===== config.mk =====
export PLATFORM = sky130hd
export DESIGN_NAME = pwr_sleep_seq
export DESIGN_NICKNAME = d
export VERILOG_FILES = /design/src/rtl/pwr_sleep_pkg.sv /design/src/rtl/pwr_fault_detect.sv /design/src/rtl/pwr_sleep_regs.sv /design/src/rtl/pwr_sleep_fsm.sv /design/src/rtl/pwr_sleep_seq.sv
export SDC_FILE = /design/constraint.sdc
export NUM_CORES = 1
export LEC_CHECK = 0
export ABC_AREA = 1
export BUFFER_PORTS_ARGS = -buffer_cell sky130_fd_sc_hd__buf_2
export CORE_ASPECT_RATIO = 1.1
export CORE_UTILIZATION = 40
export DETAILED_ROUTE_END_ITERATION = 8
export PLACE_DENSITY = 0.71
export SYNTH_ARGS = -nofsm -noshare
export SYNTH_HDL_FRONTEND = slang
export SYNTH_SLANG_ARGS = --single-unit

===== constraint.sdc =====
create_clock -name clk -period 5.3 [get_ports clk]
set_clock_uncertainty 0.05 [all_clocks]
set_input_delay 1.06 -clock clk [delete_from_list [all_inputs] [get_ports clk]]
set_output_delay 1.06 -clock clk [all_outputs]
set_load 0.02 [all_outputs]

===== src/rtl/pwr_sleep_pkg.sv =====
package pwr_sleep_pkg;

    typedef enum logic [2:0] {
        ST_RUN,
        ST_ABORT_WAIT,
        ST_DRAIN,
        ST_FLUSH,
        ST_SELFREF,
        ST_GPIO_SW,
        ST_SLEEP
    } seq_state_t;

    typedef struct packed {
        logic drain;
        logic flush;
        logic selfref;
    } seq_req_t;

    localparam int ADDR_W = 3;
    localparam int MODE_W = 2;

    localparam logic [ADDR_W-1:0] A_CTRL  = 3'd0;
    localparam logic [ADDR_W-1:0] A_MODE  = 3'd1;
    localparam logic [ADDR_W-1:0] A_STAT  = 3'd2;
    localparam logic [ADDR_W-1:0] A_BANK0 = 3'd4;

    localparam logic [MODE_W-1:0] MODE_SLEEP = 2'b11;

    // Only the stages before self-refresh may be backed out by an interrupt.
    function automatic logic stage_cancellable(seq_state_t s);
        return (s == ST_DRAIN) || (s == ST_FLUSH);
    endfunction

    function automatic logic stage_blocks_periph(seq_state_t s);
        return (s == ST_FLUSH) || (s == ST_SELFREF) ||
               (s == ST_GPIO_SW) || (s == ST_SLEEP);
    endfunction

endpackage


===== src/rtl/pwr_fault_detect.sv =====
module pwr_fault_detect #(
    parameter int NUM  = 2,
    parameter int SYNC = 2
) (
    input  logic           clk,
    input  logic           rst,
    input  logic [NUM-1:0] fault_n,
    output logic           evt
);
    logic [NUM-1:0] fell;

    generate
        for (genvar g = 0; g < NUM; g++) begin : g_ch
            logic [SYNC-1:0] sh_q;
            logic            last_q;
            always_ff @(posedge clk) begin
                if (rst) begin
                    sh_q   <= '1;
                    last_q <= 1'b1;
                end else begin
                    sh_q   <= {sh_q[SYNC-2:0], fault_n[g]};
                    last_q <= sh_q[SYNC-1];
                end
            end
            assign fell[g] = last_q & ~sh_q[SYNC-1];
        end
    endgenerate

    assign evt = |fell;
endmodule


===== src/rtl/pwr_sleep_regs.sv =====
module pwr_sleep_regs
    import pwr_sleep_pkg::*;
#(
    parameter int GPIO_W = 32,
    parameter int BANKS  = 3
) (
    input  logic                    clk,
    input  logic                    rst,
    input  logic                    wr,
    input  logic [ADDR_W-1:0]       addr,
    input  logic [GPIO_W-1:0]       wdata,
    input  logic                    fault_evt,
    output logic                    abort_en,
    output logic                    sleep_cmd,
    output logic                    fault_seen,
    output logic [BANKS*GPIO_W-1:0] bank_flat,
    output logic [GPIO_W-1:0]       rdata
);
    logic [GPIO_W-1:0] bank_q [BANKS];
    logic [MODE_W-1:0] mode_q;
    logic              abort_en_q;
    logic              seen_q;

    always_ff @(posedge clk) begin
        if (rst) begin
            abort_en_q <= 1'b0;
            mode_q     <= '0;
            seen_q     <= 1'b0;
            for (int i = 0; i < BANKS; i++) bank_q[i] <= '0;
        end else begin
            if (fault_evt) seen_q <= 1'b1;
            if (wr) begin
                if (addr == A_CTRL) abort_en_q <= wdata[0];
                if (addr == A_MODE) mode_q <= wdata[MODE_W-1:0];
                for (int i = 0; i < BANKS; i++)
                    if (addr == A_BANK0 + ADDR_W'(i)) bank_q[i] <= wdata;
            end
        end
    end

    assign sleep_cmd  = wr && (addr == A_MODE) && (wdata[MODE_W-1:0] == MODE_SLEEP);
    assign abort_en   = abort_en_q;
    assign fault_seen = seen_q;

    generate
        for (genvar g = 0; g < BANKS; g++) begin : g_flat
            assign bank_flat[g*GPIO_W +: GPIO_W] = bank_q[g];
        end
    endgenerate

    always_comb begin
        rdata = '0;
        case (addr)
            A_CTRL:  rdata[0] = abort_en_q;
            A_MODE:  rdata[MODE_W-1:0] = mode_q;
            A_STAT:  rdata[0] = seen_q;
            default: begin
                for (int i = 0; i < BANKS; i++)
                    if (addr == A_BANK0 + ADDR_W'(i)) rdata = bank_q[i];
            end
        endcase
    end
endmodule


===== src/rtl/pwr_sleep_fsm.sv =====
module pwr_sleep_fsm
    import pwr_sleep_pkg::*;
(
    input  logic     clk,
    input  logic     rst,
    input  logic     fault_evt,
    input  logic     abort_en,
    input  logic     sleep_cmd,
    input  logic     irq,
    input  logic     drain_ack,
    input  logic     flush_done,
    input  logic     sr_ack,
    output seq_req_t req,
    output logic     abort_req,
    output logic     periph_block,
    output logic     gpio_apply,
    output logic     sleep_active
);
    seq_state_t state_q, state_d;
    logic forced_q, forced_d;
    logic abort_q, abort_d;
    logic apply_q, apply_d;

    always_comb begin
        state_d  = state_q;
        forced_d = forced_q;
        abort_d  = 1'b0;
        apply_d  = apply_q;
        case (state_q)
            ST_RUN: begin
                if (fault_evt) begin
                    if (abort_en) begin
                        state_d = ST_ABORT_WAIT;
                        abort_d = 1'b1;
                    end else begin
                        state_d  = ST_DRAIN;
                        forced_d = 1'b1;
                    end
                end else if (sleep_cmd) begin
                    state_d  = ST_DRAIN;
                    forced_d = 1'b0;
                end
            end
            ST_ABORT_WAIT: begin
                if (fault_evt) begin
                    abort_d = 1'b1;
                end else if (sleep_cmd) begin
                    state_d  = ST_DRAIN;
                    forced_d = 1'b1;
                end
            end
            ST_DRAIN, ST_FLUSH: begin
                if (fault_evt) forced_d = 1'b1;
                if (irq && !forced_q && !fault_evt) begin
                    state_d = ST_RUN;
                end else if (state_q == ST_DRAIN && drain_ack) begin
                    state_d = ST_FLUSH;
                end else if (state_q == ST_FLUSH && flush_done) begin
                    state_d = ST_SELFREF;
                end
            end
            ST_SELFREF: if (sr_ack) state_d = ST_GPIO_SW;
            ST_GPIO_SW: begin
                apply_d = 1'b1;
                state_d = ST_SLEEP;
            end
            ST_SLEEP: state_d = ST_SLEEP;
            default:  state_d = ST_RUN;
        endcase
    end

    always_ff @(posedge clk) begin
        if (rst) begin
            state_q  <= ST_RUN;
            forced_q <= 1'b0;
            abort_q  <= 1'b0;
            apply_q  <= 1'b0;
        end else begin
            state_q  <= state_d;
            forced_q <= forced_d;
            abort_q  <= abort_d;
            apply_q  <= apply_d;
        end
    end

    assign req.drain    = (state_q == ST_DRAIN);
    assign req.flush    = (state_q == ST_FLUSH);
    assign req.selfref  = (state_q == ST_SELFREF);
    assign abort_req    = abort_q;
    assign periph_block = stage_blocks_periph(state_q);
    assign gpio_apply   = apply_q;
    assign sleep_active = (state_q == ST_SLEEP);

    logic unused_cancel;
    assign unused_cancel = stage_cancellable(state_q);
endmodule


===== src/rtl/pwr_sleep_seq.sv =====
module pwr_sleep_seq
    import pwr_sleep_pkg::*;
#(
    parameter int GPIO_W = 32,
    parameter int BANKS  = 3
) (
    input  logic                    clk,
    input  logic                    rst,
    input  logic                    reg_wr,
    input  logic [ADDR_W-1:0]       reg_addr,
    input  logic [GPIO_W-1:0]       reg_wdata,
    output logic [GPIO_W-1:0]       reg_rdata,
    input  logic                    fault_vdd_n,
    input  logic                    fault_batt_n,
    input  logic                    irq,
    output logic                    abort_req,
    output logic                    cpu_drain_req,
    input  logic                    cpu_drain_ack,
    output logic                    mc_flush_req,
    input  logic                    mc_flush_done,
    output logic                    periph_block,
    output logic                    sdram_sr_req,
    input  logic                    sdram_sr_ack,
    input  logic [BANKS*GPIO_W-1:0] gpio_run,
    output logic [BANKS*GPIO_W-1:0] gpio_out,
    output logic                    sleep_active
);
    localparam int NUM_FAULTS = 2;

    logic                    fault_evt;
    logic                    abort_en;
    logic                    sleep_cmd;
    logic                    fault_seen;
    logic                    gpio_apply;
    logic [BANKS*GPIO_W-1:0] bank_flat;
    seq_req_t                req;

    pwr_fault_detect #(.NUM(NUM_FAULTS), .SYNC(2)) u_fault (
        .clk     (clk),
        .rst     (rst),
        .fault_n ({fault_batt_n, fault_vdd_n}),
        .evt     (fault_evt)
    );

    pwr_sleep_regs #(.GPIO_W(GPIO_W), .BANKS(BANKS)) u_regs (
        .clk        (clk),
        .rst        (rst),
        .wr         (reg_wr),
        .addr       (reg_addr),
        .wdata      (reg_wdata),
        .fault_evt  (fault_evt),
        .abort_en   (abort_en),
        .sleep_cmd  (sleep_cmd),
        .fault_seen (fault_seen),
        .bank_flat  (bank_flat),
        .rdata      (reg_rdata)
    );

    pwr_sleep_fsm u_fsm (
        .clk          (clk),
        .rst          (rst),
        .fault_evt    (fault_evt),
        .abort_en     (abort_en),
        .sleep_cmd    (sleep_cmd),
        .irq          (irq),
        .drain_ack    (cpu_drain_ack),
        .flush_done   (mc_flush_done),
        .sr_ack       (sdram_sr_ack),
        .req          (req),
        .abort_req    (abort_req),
        .periph_block (periph_block),
        .gpio_apply   (gpio_apply),
        .sleep_active (sleep_active)
    );

    assign cpu_drain_req = req.drain;
    assign mc_flush_req  = req.flush;
    assign sdram_sr_req  = req.selfref;
    assign gpio_out      = gpio_apply ? bank_flat : gpio_run;
endmodule


==> tab_implementation.tex, run 1 <==
\begin{tabular}{lr}
\hline
Metric & Value \\
\hline
\multicolumn{2}{l}{\textbf{Run status}} \\
Outcome & finished, final reports clean \\
\multicolumn{2}{l}{\textbf{Route}} \\
Via Count & $\sim$5500 \\
Final routed wire length divided by cell count & approximately 13 um \\
Number of iterations in the first detailed-routing pass & 4 \\
Routed via count divided by cell count & 4.635 \\
Post-route ant nets & 0 \\
Wirelength, routed & between 15 and 20 mm \\
Starting DRC count in detailed routing & 170 \\
DRC errors left & 0 \\
\multicolumn{2}{l}{\textbf{Yosys}} \\
Syn Std Cell Area & between 0.005 and 0.006 mm\^{}2 \\
Count of mapped cells out of synthesis & about 740 \\
Share of synthesized area occupied by flip-flops and latches & 0.5550 \\
Mean cell area of the mapped netlist & between 7 and 8 um\^{}2 \\
Total of warnings raised by yosys & 0 \\
Flip-flop and latch count after synthesis & between 100 and 150 \\
Unique masters post-synth & 24 \\
Total nets after synthesis & $\sim$900 \\
\multicolumn{2}{l}{\textbf{Timing}} \\
Final worst path period need & approximately 4400 ps \\
Final worst-path cycle share & 0.8264 \\
Slew Viols, Final & 0 \\
RSZ-0062 raised after global routing & false \\
Achievable Freq & about 230 MHz \\
Final setup violating endpoints & 0 \\
Rel. slew slack & 0.3301 \\
Final number of hold-violating endpoints & 0 \\
Setup TNS & 0 ps \\
Worst Tran Pin Value & 1001 ps \\
Hold WS & around 360 ps \\
\multicolumn{2}{l}{\textbf{Global routing}} \\
Overall fraction of global-route tracks in use & 0.2096 \\
Global-route wire length before repair & 23.79 mm \\
Maximum number of pins on one net before global-route repair & 96 \\
Global route total overflow & 0 \\
Number of global-route vias before repair & 4822 \\
Initial antenna violation count & 0 \\
\multicolumn{2}{l}{\textbf{Critical path}} \\
CP startpoint kind & input port \\
Category of the most critical setup path & in2out \\
Crit. End Element & output port \\
Arrival time worst endpoint & between 3000 and 4000 ps \\
Top fanout value on the critical path & 36 \\
CP required & approximately 4200 ps \\
\multicolumn{2}{l}{\textbf{Finish}} \\
Area of the multi-input gates & about 0.0022 mm\^{}2 \\
Synthesis-to-finish area growth & 33.12\% \\
Post-route core utilization & 0.5503 \\
Most used cells in the layout excluding fill and tap cells & nand2\_1 (377), buf\_2 (273), edfxtp\_1 (96) \\
Register area & 0.003207 mm\^{}2 \\
Leading cell type in the layout, fill and taps excluded & nand2\_1 \\
Diodes inserted & 0 \\
Layout net count & around 1100 \\
Ratio of cells with drive above 1 in the final layout & 0.3121 \\
Total of fill cells in the finished design & 1381 \\
\multicolumn{2}{l}{\textbf{Power and ir drop}} \\
Switching pwr & roughly 720 uW \\
Share of total power consumed by net switching & 0.2922 \\
Leakage power & between 0.004 and 0.005 uW \\
Pint & roughly 1700 uW \\
Total power divided by cell area & 319.8 mW/mm\^{}2 \\
Worst VDD drop & around 230 uV \\
Sequential fraction of design power & 0.439 \\
Logic gate share of total power & 0.233 \\
Clock network fraction of design power & 0.327 \\
\multicolumn{2}{l}{\textbf{Floorplan}} \\
Die outline width & approximately 120 um \\
Initial core utilization & 0.4134 \\
Die area & $\sim$0.015 mm\^{}2 \\
\# rows & between 40 and 50 \\
Number of top-level design ports & 274 \\
Area of the core region & 0.01396 mm\^{}2 \\
Height of the chip & roughly 130 um \\
\multicolumn{2}{l}{\textbf{Clock network}} \\
Count of cells resized by post-cts repair & 0 \\
Library cell used as clock root buffer & clkbuf\_16 \\
Skew-Pair Late Insertion Delay & approximately 340 ps \\
Setup Buffers After CTS & 0 \\
CTS clk-pin slew, worst paths & around 70 ps \\
Deepest level of the CTS H-tree & 3 \\
Maximum clock path buffer count & 2 \\
Clock tree from TritonCTS & yes \\
Cts bufs inserted & 9 \\
Sink count of the clock tree & $\sim$110 \\
\# hold bufs at CTS & 0 \\
\multicolumn{2}{l}{\textbf{Min path}} \\
Path type of the worst min-delay path & reg2reg \\
\multicolumn{2}{l}{\textbf{Run}} \\
Number of max-cap violations & 0 \\
\multicolumn{2}{l}{\textbf{Place}} \\
Total of buffers placed on input and output ports & 273 \\
HPWL after detailed placement & $\sim$11 mm \\
Placer's final routability congestion estimate & 0.8260 \\
\hline
\end{tabular}
## worst paths after layout
path / from / endpoint / slack, ps / depth (start not counted)
max: reg_addr[2] / reg_rdata[29] / 920 / 9
min reg2reg: u_fault.g_ch[1].sh_q[0]$_SDFF_PP1_ / u_fault.g_ch[1].sh_q[1]$_SDFF_PP1_ / 360 / 1
max reg2reg: u_fsm.state_q[0]$_SDFFE_PP0P_ / u_fsm.forced_q$_SDFFE_PP0P_ / 3850 / 7
min: u_fault.g_ch[1].sh_q[0]$_SDFF_PP1_ / u_fault.g_ch[1].sh_q[1]$_SDFF_PP1_ / 360 / 1
## Yosys cell counts (all sizes together)
library cell	n	area, um^2
buf	16	76.33
nor3	2	10.01
dfxtp	16	320.3
edfxtp	96	2883
inv	54	202.7
a221oi	1	8.760
nand4	2	12.51
or2	5	31.28
nand3	73	375.4
nor2	48	180.2
clkbuf	23	86.33
o21ai	12	60.05
nand2	378	1421
a21oi	16	87.59
o211ai	1	7.510
a32oi	1	8.760
## per-layer routing
layer | GRT usage | part of all wire | routed length, um | vias to the layer above
met2 | 0.3843 | 0.52 | 8115 | 184
met1 | 0.2481 | 0.41 | 6459 | 2442
li1 | - | - | - | 2882
met4 | 0.07446 | 0.013 | 210 | 0
met3 | 0.02695 | 0.060 | 937 | 12
met5 | 0 | 0 | 0 | -
## cells by family (layout without fill, tap and decap cells)
| kind of cell | after synthesis | after routing | synth area share |
|---|---|---|---|
| simple gates | 508 | 508 | 0.3518 |
| flops | 112 | 112 | 0.5550 |
| buf+inv | 93 | 352 | 0.06330 |
| compound gates | 31 | 31 | 0.02992 |
## power by group through the flow
stage	Combinational (uW)	Clock, uW	Sequential (uW)
after CTS	580	820	1080
after floorplan	380	0	1090
after global routing	642	855	1090
final	573	804	1080
after global placement	573	0	1100
after detailed placement	578	0	1100
## registers in the layout (all words and copies together) (netlist names)
name	cells
u_fsm.state_q	3
u_regs.abort_en	1
u_fault.g_ch.last_q	2
u_fsm.forced_q	1
u_regs.fault_seen	1
u_fsm.gpio_apply	1
u_fsm.abort_req	1
u_fault.g_ch.sh_q	4
u_regs.bank_q	96
u_regs.mode_q	2
## critical path, stage by stage
cell     delay [ps]
buf_2           570
inv_1           170
nor2_1          200
nand2_1         160
inv_1           340
buf_4           370
nand2_1         100
nand3_1         100
buf_2           180
## layout make-up
| cell class | instances | share of cell area |
|---|---|---|
| repair buffers | 282 | 0.1866 |
| clock inverters | 6 | 0.01710 |
| multi-input cells | 539 | 0.2921 |
| well taps | 188 | 0.03061 |
| inverters | 54 | 0.02638 |
| flip-flops and latches | 112 | 0.4174 |
| clock buffers | 10 | 0.02980 |
## through the flow
stage	setup WS, ps	power, uW	cells	cell area [um^2]
6_report	920.3	2457	1191	7684
5_1_grt	772.5	2587	1191	7684
4_1_cts	900.6	2479	1191	7684
3_5_place_dp	907.6	1677	1175	7323
3_3_place_gp	985.7	1671	1175	7323
2_1_floorplan	929.8	1468	744	5772
Note: power is estimated with default switching activity, not from simulation.
==> run 2, diff against run 1 <==
--- a/config.mk
+++ b/config.mk
@@ -5,12 +5,12 @@
 export SDC_FILE = /design/constraint.sdc
 export NUM_CORES = 1
 export LEC_CHECK = 0
-export ABC_AREA = 1
+export ABC_AREA = 0
 export BUFFER_PORTS_ARGS = -buffer_cell sky130_fd_sc_hd__buf_2
 export CORE_ASPECT_RATIO = 1.1
 export CORE_UTILIZATION = 40
 export DETAILED_ROUTE_END_ITERATION = 8
-export PLACE_DENSITY = 0.71
+export PLACE_DENSITY = 0.7
 export SYNTH_ARGS = -nofsm -noshare
 export SYNTH_HDL_FRONTEND = slang
 export SYNTH_SLANG_ARGS = --single-unit
==> constraint.sdc (replaced) <==
create_clock -name clk -period 4.3 [get_ports clk]
set_clock_uncertainty 0.05 [all_clocks]
set_input_delay 0.86 -clock clk [delete_from_list [all_inputs] [get_ports clk]]
set_output_delay 0.86 -clock clk [all_outputs]
set_load 0.02 [all_outputs]
==> run 2 against run 1 <==
Compared with the run above:
- critical path depth down 2
- power is 8.2% higher
- worst hold slack better by 0.61 ps
- flip-flop and latch count unchanged
- cell count fell by 22%
- global-route usage decreased by 0.26 points
- design area up 1.1%
- critical path type unchanged
- critical endpoint is now reg_rdata[31]
==> tab_implementation.tex, run 2 <==
\begin{tabular}{lr}
\hline
Metric & Value \\
\hline
\multicolumn{2}{l}{\textbf{Finish}} \\
Largest register by flop count & u\_regs.bank\_q (unchanged) \\
Largest registers & u\_regs.bank\_q (96), u\_fault.g\_ch.sh\_q (4), u\_fsm.state\_q (3) (unchanged) \\
Most used cells in the layout excluding fill and tap cells & buf\_2 (273), mux2\_2 (97), edfxtp\_1 (96) (was nand2\_1 (377), buf\_2 (273), edfxtp\_1 (96)) \\
Flip-flop count of the largest register, all copies and words added & 96 (unchanged) \\
Layout net count & 874 (was 1138) \\
Count of placed standard cells in the final layout, fillers left out & 932 (was 1191) \\
Leading cell type in the layout, fill and taps excluded & buf\_2 (was nand2\_1) \\
Ratio of cells with drive above 1 in the final layout & 0.5494 (was 0.3121) \\
Post-route core utilization & 0.5357 (was 0.5503) \\
Synthesis-to-finish area growth & 30.24\% (was 33.12\%) \\
\multicolumn{2}{l}{\textbf{Run}} \\
Number of max-cap violations & 0 (unchanged) \\
\multicolumn{2}{l}{\textbf{Global routing}} \\
Global route total overflow & 0 (unchanged) \\
Initial antenna violation count & 1 (was 0) \\
Global-route wire length before repair & 24.43 mm (was 23.79 mm) \\
Overall fraction of global-route tracks in use & 0.2070 (was 0.2096) \\
Number of global-route vias before repair & 4613 (was 4822) \\
Maximum number of pins on one net before global-route repair & 98 (was 96) \\
\multicolumn{2}{l}{\textbf{Power and ir drop}} \\
Leakage power & 0.003308 uW (was 0.004012 uW) \\
Total Power & 2658 uW (was 2457 uW) \\
Worst VDD drop & 189.3 uV (was 233.2 uV) \\
Total power divided by cell area & 342.1 mW/mm\^{}2 (was 319.8 mW/mm\^{}2) \\
\multicolumn{2}{l}{\textbf{Yosys}} \\
Leading cell types by count after synthesis & mux2\_2 (97), edfxtp\_1 (96), nor2\_1 (41) (was nand2\_1 (377), edfxtp\_1 (96), nand3\_1 (71)) \\
Cell taking the most area after synthesis & edfxtp\_1 (unchanged) \\
Unique masters post-synth & 37 (was 24) \\
Synth async-reset ratio & 0 (unchanged) \\
Syn Std Cell Area & 0.005966 mm\^{}2 (was 0.005772 mm\^{}2) \\
Predominant post-synthesis flop cell & edfxtp\_1 (unchanged) \\
Mean cell area of the mapped netlist & 12.40 um\^{}2 (was 7.758 um\^{}2) \\
Top-area cell type share of the netlist area & 0.4832 (was 0.4995) \\
Count of flip-flops with a built-in enable after synthesis & 96 (unchanged) \\
Library cell with the highest instance count after synthesis & mux2\_2 (was nand2\_1) \\
Total nets after synthesis & 621 (was 884) \\
Share of synthesized area occupied by flip-flops and latches & 0.5369 (was 0.5550) \\
Total of warnings raised by yosys & 0 (unchanged) \\
Flip-flop and latch count after synthesis & 112 (unchanged) \\
Top post-synthesis cells by area & edfxtp\_1 (48\%), mux2\_2 (18\%), mux2i\_1 (6.0\%), dfxtp\_1 (5.4\%), and2\_1 (3.4\%) (was edfxtp\_1 (50\%), nand2\_1 (25\%), nand3\_1 (6.2\%), dfxtp\_1 (5.5\%), inv\_1 (3.3\%)) \\
Count of mapped cells out of synthesis & 481 (was 744) \\
\multicolumn{2}{l}{\textbf{Place}} \\
HPWL after detailed placement & 11.77 mm (was 11.44 mm) \\
Placer's final routability congestion estimate & 0.8506 (was 0.8260) \\
Total of buffers placed on input and output ports & 273 (unchanged) \\
Cell Count Post-Placement & 915 (was 1175) \\
Dpl ws & 1028 ps (was 907.6 ps) \\
\multicolumn{2}{l}{\textbf{Timing}} \\
Setup TNS & 0 ps (unchanged) \\
Smallest setup slack after layout & 1044 ps (was 920.3 ps) \\
RSZ-0062 raised after global routing & false (unchanged) \\
Final worst-path cycle share & 0.7572 \\
Achievable Freq & roughly 310 MHz \\
Final number of hold-violating endpoints & 0 (unchanged) \\
Final worst path period need & 3256 ps \\
Final setup violating endpoints & 0 (unchanged) \\
Slew Viols, Final & 0 (unchanged) \\
Rel. slew slack & 0.1732 (was 0.3301) \\
Worst Tran Pin Value & 1240 ps (was 1001 ps) \\
\multicolumn{2}{l}{\textbf{Clock network}} \\
Count of cells resized by post-cts repair & 0 (unchanged) \\
Skew-Pair Late Insertion Delay & 340 ps (about the same) \\
Library cell used as clock root buffer & clkbuf\_16 (unchanged) \\
Deepest level of the CTS H-tree & 3 (unchanged) \\
Maximum clock path buffer count & 2 (unchanged) \\
Setup Buffers After CTS & 0 (unchanged) \\
Cts bufs inserted & 9 (unchanged) \\
Sink count of the clock tree & 112 (unchanged) \\
Clock tree from TritonCTS & yes (unchanged) \\
CTS clk-pin slew, worst paths & 70 ps (about the same) \\
\# hold bufs at CTS & 0 (unchanged) \\
\multicolumn{2}{l}{\textbf{Route}} \\
Post-route ant nets & 0 (unchanged) \\
Routed via count divided by cell count & 5.055 (was 4.635) \\
Final routed wire length divided by cell count & 17.48 um (was 13.20 um) \\
Number of iterations in the first detailed-routing pass & 5 (was 4) \\
Starting DRC count in detailed routing & 234 (was 170) \\
DRC errors left & 0 (unchanged) \\
Via Count & 4711 (was 5520) \\
Wirelength, routed & 16.29 mm (was 15.72 mm) \\
\multicolumn{2}{l}{\textbf{Critical path}} \\
CP required & 3390 ps (was 4190 ps) \\
Crit. End Element & output port (unchanged) \\
Top fanout value on the critical path & 15 (was 36) \\
Category of the most critical setup path & in2out (unchanged) \\
Arrival time worst endpoint & 2350 ps (was 3270 ps) \\
CP startpoint kind & input port (unchanged) \\
\multicolumn{2}{l}{\textbf{Floorplan}} \\
Height of the chip & 130.1 um (was 128.0 um) \\
Area of the core region & 0.01450 mm\^{}2 (was 0.01396 mm\^{}2) \\
Initial core utilization & 0.4113 (was 0.4134) \\
Die area & 0.01541 mm\^{}2 (was 0.01491 mm\^{}2) \\
Die outline width & 118.4 um (was 116.5 um) \\
\# rows & 46 (was 45) \\
Number of top-level design ports & 274 (unchanged) \\
\multicolumn{2}{l}{\textbf{Min path}} \\
Path type of the worst min-delay path & reg2reg (unchanged) \\
\multicolumn{2}{l}{\textbf{Run status}} \\
Outcome & finished, final reports clean (unchanged) \\
\hline
\end{tabular}
-- run 2: worst max-delay path, cell delays in order --
cell and delay, ps:
buf_2 370, buf_4 360, mux2i_1 230, nor2_1 50, a21oi_1 210, nor2b_1 90, buf_2 160
-- run 2: per-layer routing --
metal,up-vias,track usage,wire [um]
met5,-,0,0
met2,188,0.3689,8373
met1,2236,0.2529,6653
li1,2264,-,-
met4,0,0.09159,410
met3,23,0.02753,855
-- run 2: worst paths after layout --
| path | cells past startpoint | from | slack (ps) | end |
|---|---|---|---|---|
| setup / recovery | 7 | reg_addr[1] | 1040 | reg_rdata[31] |
| hold / removal | 1 | u_fault.g_ch[1].sh_q[0]$_SDFF_PP1_ | 360 | u_fault.g_ch[1].sh_q[1]$_SDFF_PP1_ |
| setup reg to reg | 5 | u_fsm.state_q[0]$_SDFFE_PP0P_ | 2670 | u_fsm.state_q[0]$_SDFFE_PP0P_ |
| hold reg to reg | 1 | u_fault.g_ch[1].sh_q[0]$_SDFF_PP1_ | 360 | u_fault.g_ch[1].sh_q[1]$_SDFF_PP1_ |
-- run 2: logic make-up (layout without fill, tap and decap cells) --
family	count (synthesis)	in the layout	share of synthesized area
flip-flops	112	112	0.5369
other	0	1	0
AND/OR/NAND/NOR	136	136	0.1246
buffers and inverters	40	298	0.03272
AO/OA/AOI/OAI	59	59	0.06082
XOR/XNOR	1	1	0.001468
multiplexers	133	133	0.2435
-- run 2: stage by stage --
stage | hold slack, ps | area, um^2
after floorplan | 339.5 | 5966
after global routing | 371.0 | 7767
after global placement | 342.4 | 7440
after detailed placement | 347.9 | 7440
final | 363.3 | 7770
after CTS | 365.1 | 7767
-- run 2: power breakdown --
group	switching (uW)	internal (uW)	leakage, uW
Clock	392	518	0.000162
Sequential	52.9	1260	0.00106
Combinational	253	184	0.00208
Total	697	1960	0.00331
-- run 2: final cells by class --
cell class / count / area [um^2]
flip-flops and latches: 112 / 3207
fillers: 1305 / 6734
diodes: 1 / 2.502
inverters: 4 / 15.01
clock buffers: 9 / 225.2
clock inverters: 7 / 102.6
well taps: 192 / 240.2
repair buffers: 278 / 1404
multi-input cells: 329 / 2574
==> run 3, diff against run 2 <==
--- a/config.mk
+++ b/config.mk
@@ -10,7 +10,7 @@
 export CORE_ASPECT_RATIO = 1.1
 export CORE_UTILIZATION = 40
 export DETAILED_ROUTE_END_ITERATION = 8
-export PLACE_DENSITY = 0.7
+export PLACE_DENSITY = 0.73
 export SYNTH_ARGS = -nofsm -noshare
 export SYNTH_HDL_FRONTEND = slang
 export SYNTH_SLANG_ARGS = --single-unit
==> constraint.sdc (replaced) <==
create_clock -name clk -period 2.95 [get_ports clk]
set_clock_uncertainty 0.05 [all_clocks]
set_input_delay 0.59 -clock clk [delete_from_list [all_inputs] [get_ports clk]]
set_output_delay 0.59 -clock clk [all_outputs]
set_load 0.02 [all_outputs]
==> run 3 against run 2 <==
Compared with the run above:
- design area increased by 0.74%
- count of clock-buffer cells in the layout is the same
- sequential power grew 46%
- critical path depth unchanged
- via count is 1.6% higher
- power up 40%
- core utilization increased by 0.40 points
- die area stayed put
- routed wire length is 1.7% higher
- largest power group unchanged
- highest routed layer unchanged
==> tab_implementation.tex, run 3 (same netlist as run 2, synthesis figures left out) <==
\begin{tabular}{lr}
\hline
Metric & Value \\
\hline
\multicolumn{2}{l}{\textbf{Clock network}} \\
Sink count of the clock tree & 112 (unchanged) \\
Cts bufs inserted & 9 (unchanged) \\
Maximum clock path buffer count & 2 (unchanged) \\
Setup Buffers After CTS & 0 (unchanged) \\
Clock tree from TritonCTS & yes (unchanged) \\
Skew-Pair Late Insertion Delay & 340 ps (about the same) \\
CTS clk-pin slew, worst paths & 70 ps (about the same) \\
Count of cells resized by post-cts repair & 0 (unchanged) \\
\# hold bufs at CTS & 0 (unchanged) \\
Deepest level of the CTS H-tree & 3 (unchanged) \\
Library cell used as clock root buffer & clkbuf\_16 (unchanged) \\
\multicolumn{2}{l}{\textbf{Timing}} \\
RSZ-0062 raised after global routing & false (unchanged) \\
Rel. slew slack & 0.5470 (was 0.1732) \\
Slew Viols, Final & 0 (unchanged) \\
Worst Tran Pin Value & 679.6 ps (was 1240 ps) \\
Final worst path period need & around 2500 ps \\
Final setup violating endpoints & 0 (unchanged) \\
Smallest setup slack after layout & 405.1 ps (was 1044 ps) \\
Achievable Freq & just under 400 MHz \\
Final number of hold-violating endpoints & 0 (unchanged) \\
Setup TNS & 0 ps (unchanged) \\
Final worst-path cycle share & 0.8627 \\
\multicolumn{2}{l}{\textbf{Critical path}} \\
Largest stage delay, worst path & 340 ps (was 370 ps) \\
Crit path max-delay family & buffers and inverters (unchanged) \\
Crit. End Element & output port (unchanged) \\
WP buf/inv & 3 (unchanged) \\
Cell repeated most along the worst path & buf\_2 (unchanged) \\
CP required & 2310 ps (was 3390 ps) \\
Arrival time worst endpoint & 1900 ps (was 2350 ps) \\
CP max stage cell & buf\_4 (was buf\_2) \\
CP Cell Sequence & buf\_2 -> buf\_4 -> mux2i\_1 -> nor2\_1 -> a21oi\_1 -> nor2b\_1 -> buf\_2 (unchanged) \\
CP startpoint kind & input port (unchanged) \\
Top fanout value on the critical path & 15 (unchanged) \\
Minimum setup slack among reg-to-reg paths & 1290 ps (was 2670 ps) \\
Category of the most critical setup path & in2out (unchanged) \\
\multicolumn{2}{l}{\textbf{Power and ir drop}} \\
Leakage power & 0.003340 uW (was 0.003308 uW) \\
Total power divided by cell area & 476.8 mW/mm\^{}2 (was 342.1 mW/mm\^{}2) \\
Worst VDD drop & 256.3 uV (was 189.3 uV) \\
Total Power & 3732 uW (was 2658 uW) \\
\multicolumn{2}{l}{\textbf{Run}} \\
Number of max-cap violations & 0 (unchanged) \\
\multicolumn{2}{l}{\textbf{Finish}} \\
Synthesis-to-finish area growth & 31.21\% (was 30.24\%) \\
Largest registers & u\_regs.bank\_q (96), u\_fault.g\_ch.sh\_q (4), u\_fsm.state\_q (3) (unchanged) \\
Count of placed standard cells in the final layout, fillers left out & 942 (was 932) \\
Area of the multi-input gates & 0.002574 mm\^{}2 (unchanged) \\
Most used cells in the layout excluding fill and tap cells & buf\_2 (273), mux2\_2 (97), edfxtp\_1 (96) (unchanged) \\
Leading cell type in the layout, fill and taps excluded & buf\_2 (unchanged) \\
Largest register by flop count & u\_regs.bank\_q (unchanged) \\
Layout net count & 886 (was 874) \\
Ratio of cells with drive above 1 in the final layout & 0.5541 (was 0.5494) \\
Total of fill cells in the finished design & 1300 (was 1305) \\
Register area & 0.003207 mm\^{}2 (unchanged) \\
Post-route core utilization & 0.5397 (was 0.5357) \\
Flip-flop count of the largest register, all copies and words added & 96 (unchanged) \\
\multicolumn{2}{l}{\textbf{Global routing}} \\
Number of global-route vias before repair & 4554 (was 4613) \\
Maximum number of pins on one net before global-route repair & 59 (was 98) \\
Overall fraction of global-route tracks in use & 0.2075 (was 0.2070) \\
Initial antenna violation count & 1 (unchanged) \\
Global route total overflow & 0 (unchanged) \\
Global-route wire length before repair & 24.26 mm (was 24.43 mm) \\
\multicolumn{2}{l}{\textbf{Floorplan}} \\
Die outline width & 118.4 um (unchanged) \\
Height of the chip & 130.1 um (unchanged) \\
Die area & 0.01541 mm\^{}2 (unchanged) \\
\# rows & 46 (unchanged) \\
Number of top-level design ports & 274 (unchanged) \\
Initial core utilization & 0.4113 (unchanged) \\
Area of the core region & 0.01450 mm\^{}2 (unchanged) \\
\multicolumn{2}{l}{\textbf{Route}} \\
Number of iterations in the first detailed-routing pass & 4 (was 5) \\
Final routed wire length divided by cell count & 17.59 um (was 17.48 um) \\
Starting DRC count in detailed routing & 391 (was 234) \\
Via Count & 4787 (was 4711) \\
Routed via count divided by cell count & 5.082 (was 5.055) \\
Post-route ant nets & 0 (unchanged) \\
Wirelength, routed & 16.57 mm (was 16.29 mm) \\
DRC errors left & 0 (unchanged) \\
\multicolumn{2}{l}{\textbf{Min path}} \\
Path type of the worst min-delay path & reg2reg (unchanged) \\
\multicolumn{2}{l}{\textbf{Run status}} \\
Outcome & finished, final reports clean (unchanged) \\
\multicolumn{2}{l}{\textbf{Place}} \\
Cell Count Post-Placement & 927 (was 915) \\
HPWL after detailed placement & 12.29 mm (was 11.77 mm) \\
Placer's final routability congestion estimate & 0.7930 (was 0.8506) \\
Total of buffers placed on input and output ports & 273 (unchanged) \\
Dpl ws & 392.9 ps (was 1028 ps) \\
\hline
\end{tabular}
==> run 3: per-stage QoR <==
stage / area (um^2) / hold slack, ps
6_report: 7828 / 359.3
3_5_place_dp: 7542 / 347.3
3_3_place_gp: 7542 / 342.4
5_1_grt: 7828 / 370.7
4_1_cts: 7825 / 363.6
2_1_floorplan: 5966 / 339.5
==> run 3: path summary, 6_finish.rpt <==
kind	depth (start not counted)	startpoint	end
max	7	reg_addr[1]	reg_rdata[21]
min reg2reg	1	u_fault.g_ch[0].sh_q[0]$_SDFF_PP1_	u_fault.g_ch[0].sh_q[1]$_SDFF_PP1_
max reg2reg	5	u_fsm.state_q[0]$_SDFFE_PP0P_	u_fsm.state_q[0]$_SDFFE_PP0P_
min	1	u_fault.g_ch[0].sh_q[0]$_SDFF_PP1_	u_fault.g_ch[0].sh_q[1]$_SDFF_PP1_
==> run 3: layer usage <==
metal / track usage / wire length (um)
met1: 0.2501 / 6626
met2: 0.3765 / 8734
met3: 0.02972 / 811
met4: 0.08340 / 401
met5: 0 / 0
==> run 3: area by class of cell <==
class	instances	share of cell area
clock inverters	5	0.007353
repair buffers	290	0.1925
inverters	4	0.001918
well taps	192	0.03069
flip-flops and latches	112	0.4097
diodes	1	0.0003197
multi-input cells	329	0.3288
clock buffers	9	0.02877
==> run 3: power by group <==
part	leakage (uW)	switching, uW	internal [uW]
Sequential	0.00106	77.3	1830
Combinational	0.00215	374	278
Clock	0.000131	520	649
==> run 3: worst reg2reg max path: stages (launching register included) <==
cell	delay, ps
dfxtp_1	640
nand2b_1	220
a311oi_1	330
a41oi_1	90
o31a_1	150
o32ai_1	100
